==> src/rtl/tbdec_timer.sv <==
module tbdec_timer #(
  parameter int W        = 32,
  parameter int BUS_MULT = 2,
  parameter int TB_DIV   = 4
) (
  input  logic         clk,
  input  logic         rst_n,
  input  logic         tb_hi_we,
  input  logic         tb_lo_we,
  input  logic         dec_we,
  input  logic [W-1:0] wdata,
  output logic [W-1:0] tb_hi,
  output logic [W-1:0] tb_lo,
  output logic [W-1:0] dec_value,
  output logic         dec_irq
);
  localparam int MULT    = (BUS_MULT < 1) ? 1 : BUS_MULT;
  localparam int DEC_DIV = 2 * MULT;
  localparam int TPW     = $clog2(TB_DIV + 1);
  localparam int DPW     = $clog2(DEC_DIV + 1);

  logic [2*W-1:0] tb_q;
  logic [TPW-1:0] tb_pre;
  logic [W-1:0]   dec_q;
  logic [DPW-1:0] dec_pre;
  logic           irq_q;

  logic tb_wr, tb_tick, dec_tick;
  assign tb_wr    = tb_hi_we | tb_lo_we;
  assign tb_tick  = (tb_pre == TPW'(TB_DIV - 1));
  assign dec_tick = (dec_pre == DPW'(DEC_DIV - 1));

  always_ff @(posedge clk or negedge rst_n) begin
    if (!rst_n) begin
      tb_q   <= '0;
      tb_pre <= '0;
    end else if (tb_wr) begin
      tb_pre <= '0;
      if (tb_hi_we) tb_q[2*W-1:W] <= wdata;
      if (tb_lo_we) tb_q[W-1:0]   <= wdata;
    end else if (tb_tick) begin
      tb_pre <= '0;
      tb_q   <= tb_q + 1'b1;
    end else begin
      tb_pre <= tb_pre + 1'b1;
    end
  end

  always_ff @(posedge clk or negedge rst_n) begin
    if (!rst_n) begin
      dec_q   <= '1;
      dec_pre <= '0;
      irq_q   <= 1'b0;
    end else if (dec_we) begin
      dec_q   <= wdata;
      dec_pre <= '0;
      irq_q   <= 1'b0;
    end else if (dec_tick) begin
      dec_pre <= '0;
      dec_q   <= dec_q - 1'b1;
      irq_q   <= (dec_q == '0);
    end else begin
      dec_pre <= dec_pre + 1'b1;
      irq_q   <= 1'b0;
    end
  end

  assign tb_hi     = tb_q[2*W-1:W];
  assign tb_lo     = tb_q[W-1:0];
  assign dec_value = dec_q;
  assign dec_irq   = irq_q;
endmodule


==> config.mk <==
export PLATFORM = sky130hd
export DESIGN_NAME = tbdec_timer
export DESIGN_NICKNAME = d
export VERILOG_FILES = /design/src/rtl/tbdec_timer.sv
export SDC_FILE = /design/constraint.sdc
export NUM_CORES = 1
export LEC_CHECK = 0
export ABC_CLOCK_PERIOD_IN_PS = 6870
export BUFFER_PORTS_ARGS = -buffer_cell sky130_fd_sc_hd__buf_2
export CORE_MARGIN = 2
export CORE_UTILIZATION = 35
export DETAILED_ROUTE_END_ITERATION = 8
export PLACE_DENSITY = 0.64
export SYNTH_ARGS = -nofsm -noshare
export SYNTH_HDL_FRONTEND = slang
export SYNTH_SLANG_ARGS = --single-unit
==> constraint.sdc <==
create_clock -name clk -period 6.87 [get_ports clk]
set_input_delay 1.0305 -clock clk [delete_from_list [all_inputs] [get_ports clk]]
set_output_delay 1.0305 -clock clk [all_outputs]
set_load 0.05 [all_outputs]
==> impl_metrics.py <==
metrics = {
    "routing": {
        "post_drt_wl_per_cell_um": 19.7,
        "drc": 0,
        "vias": 6351,
        "first_iter_violations": 492,
        "antenna_left": 0,
        "drt_wl_total_mm": 21.6,
        "avgViaCountPerCell": 5.80,
        "drt_first_pass_iters": 5,
    },
    "sta": {
        "max_clock_freq_mhz": 311,
        "worst_slack_ps": 3660,
        "slew_viol_final": 0,
        "fin_worst_skew_ps": 5.84,
        "hold_ws_ps": 446,
        "rsz0062_at_grt": "false",
        "tns_ps": 0,
        "fin_crit_ps": 3210,
        "slew_headroom_pct": 18.4,
        "tightest_slew_ps": 1220,
        "finalSetupViolations": 0,
        "finalCritPeriodShare_pct": 46.8,
        "finalHoldViolCount": 0,
    },
    "synth": {
        "synth_flop_cell": "dfrtp_1",
        "yosysSeqAreaShare_pct": 41.4,
        "avgSynthCellArea_um2": 8.42,
        "ys_warn_count": 0,
        "synth_cells": 751,
        "async_flop_share_pct": 100,
        "yosysUniqueCellTypes": 63,
        "syn_nets": 792,
        "synth_seq_cells": 103,
        "synthesis.area_um2": 6320,
        "synth_edf_count": 0,
        "synth.largest_area_cell": "dfrtp_1",
        "synth_top_area_share_pct": 28.1,
        "ys_top_cells_by_area": "dfrtp_1 (28%), dfstp_2 (13%), nand2_1 (5.5%)",
    },
    "die": {
        "ios": 134,
        "core_um2": 17800,
        "die_width_um": 138,
        "start_util_pct": 35.4,
        "dieArea_um2": 19200,
        "rows": 49,
        "die_h_um": 138,
    },
    "worst_setup_path": {
        "critPathMostFrequentCell": "nand2_1",
        "cp.required_ps": 7160,
        "critPathBufInv": 2,
        "path_max_fanout": 45,
        "cpLargestDelayFamily": "buffers and inverters",
        "cp.arrival_ps": 3510,
        "worst_path_max_delay_cell": "clkinv_1",
        "path_cells": "buf_2 > clkinv_1 > nand2_1 > nand4_1 > mux2_2 > nand2_1",
        "cpPeakStageDelay_ps": 740,
        "path_class": "input pin to register",
        "setup.worst_path.end_class": "register",
        "worst_setup_path_start_kind": "input pin",
    },
    "worst_hold_path": {
        "hp-class": "register to register",
    },
    "global_routing": {
        "grt_max_degree": 68,
        "grt_pass1_vias": 5957,
        "grt_first_pass_wirelength_mm": 34.4,
        "grt-ovfl-total": 0,
        "antenna_found_initial": 1,
        "grt_usage_pct": 22.5,
    },
    "finish": {
        "drive_gt1_share_pct": 25.1,
        "areaGrowthSynthToFinish_pct": 19.4,
        "design_area_um2": 7550,
        "final_nets": 902,
        "fin_cells": 1095,
        "diodes": 0,
        "fillers": 1814,
        "post-route-util_pct": 42.3,
    },
    "placed_design": {
        "post-place-ws_ps": 3360,
        "placedCellCount": 1079,
        "place_area_um2": 7200,
        "hpwlAfterDp_mm": 15.8,
        "io_buffers": 133,
        "gp_congestion": 0.891,
    },
    "cts": {
        "clock-sinks": 103,
        "cts.clk_slew.worst_paths_ps": 70,
        "clock_path_buffers": 2,
        "clk-insertion-delay-late_ps": 360,
        "htree_levels": 3,
        "cts_made_buffers": 9,
        "cts_hold_buf": 0,
        "post-cts-setup-buffers": 0,
        "ctsResizeCount": 0,
        "ctsRootBufferMaster": "clkbuf_16",
        "cts_tree": "yes",
    },
    "pwr": {
        "ir_drop_uv": 140,
        "clkPwrFrac_pct": 31.7,
        "powerDensity_nw_per_um2": 247,
        "p_sw_mw": 0.709,
        "switching_share_pct": 38.0,
        "finalPower_mw": 1.87,
        "seqPwrFrac_pct": 41.4,
        "p_comb_share_pct": 26.9,
        "p_int_mw": 1.16,
        "leakage_nw": 3.01,
    },
    "flow_run": {
        "drv_cap": 0,
    },
    "outcome": {
        "status": "completed",
    },
}
==> placed cells by master (no fill, tap or decap), types with 25 or more instances in the layout <==
master / n
buf_2: 132
nand2_1: 92
dfrtp_1: 71
nor2_1: 66
o21ai_0: 57
nand4_1: 35
nand3_1: 34
a21oi_1: 33
dfstp_2: 32
nor3_1: 27
xor2_1: 25
==> power by group through the flow <==
stage | clock, mW | sequential [mW] | combinational [mW]
2_1_floorplan | 0 | 0.967 | 0.157
3_3_place_gp | 0 | 0.781 | 0.498
3_5_place_dp | 0 | 0.781 | 0.503
4_1_cts | 0.602 | 0.771 | 0.504
5_1_grt | 0.629 | 0.784 | 0.538
6_report | 0.592 | 0.772 | 0.503
==> sequential cells by signal, indices dropped and copies added, names as in the netlist <==
signal     flops
tb_q          64
dec_irq        1
dec_value     32
dec_pre        3
tb_pre         3
==> cell type report <==
type | count | area [um^2] | share of cell area [%]
Clock buffer | 12 | 267 | 3.53
Tap cell | 229 | 287 | 3.80
Timing Repair Buffer | 143 | 743 | 9.85
Inverter | 20 | 75.1 | 0.995
Sequential cell | 103 | 2620 | 34.7
Multi-Input combinational cell | 584 | 3480 | 46.1
Clock inverter | 4 | 76.3 | 1.01
==> per-layer routing <==
layer  up-vias  routed length, um  GRT usage [%]
li1       2999                  -              -
met1      3055               9770           32.8
met2       271               9530           33.7
met3        26               1900           5.78
met4         0                351           4.89
met5         -                  0              0
==> cell families after synthesis <==
group | count (synthesis) | share of synthesized area, %
AO/OA/AOI/OAI | 173 | 17.6
adder cells (fa/ha/maj) | 4 | 0.791
AND/OR/NAND/NOR | 361 | 29.7
XOR/XNOR | 38 | 5.26
flip-flops | 103 | 41.4
multiplexers | 8 | 1.33
buffers and inverters | 64 | 3.86
==> worst paths after layout <==
path / start / end / slack [ps] / cells past startpoint
setup reg to reg: tb_q[0] / tb_q[56] / 3720 / 6
setup / recovery: tb_hi_we / tb_q[63] / 3660 / 6
max in group asynchronous: rst_n / tb_pre[2] / 4970 / 2
hold reg to reg: dec_pre[0] / dec_pre[0] / 450 / 1
min in group asynchronous: rst_n / tb_q[36] / 720 / 1
hold / removal: dec_pre[0] / dec_pre[0] / 450 / 1
==> cells in the mapped netlist, drive strengths merged (4+ instances only) <==
cell and number:
nand2 92, dfrtp 71, nor2 67, o21ai 57
clkbuf 36, nand4 36, nand3 35, a21oi 33
dfstp 32, nor3 27, nor4 25, xor2 25
inv 19, and3 15, o22ai 13, xnor2 13
or4 11, a221oi 9, a31oi 9, or2 9
buf 8, nor3b 7, or3 7, a211oi 6
a22oi 6, nand3b 6, a311oi 5, mux2i 5
nor2b 5, o22a 5, and4 4, ha 4
nand2b 4, o2bb2a 4
Power figures use the tool's default switching activity.
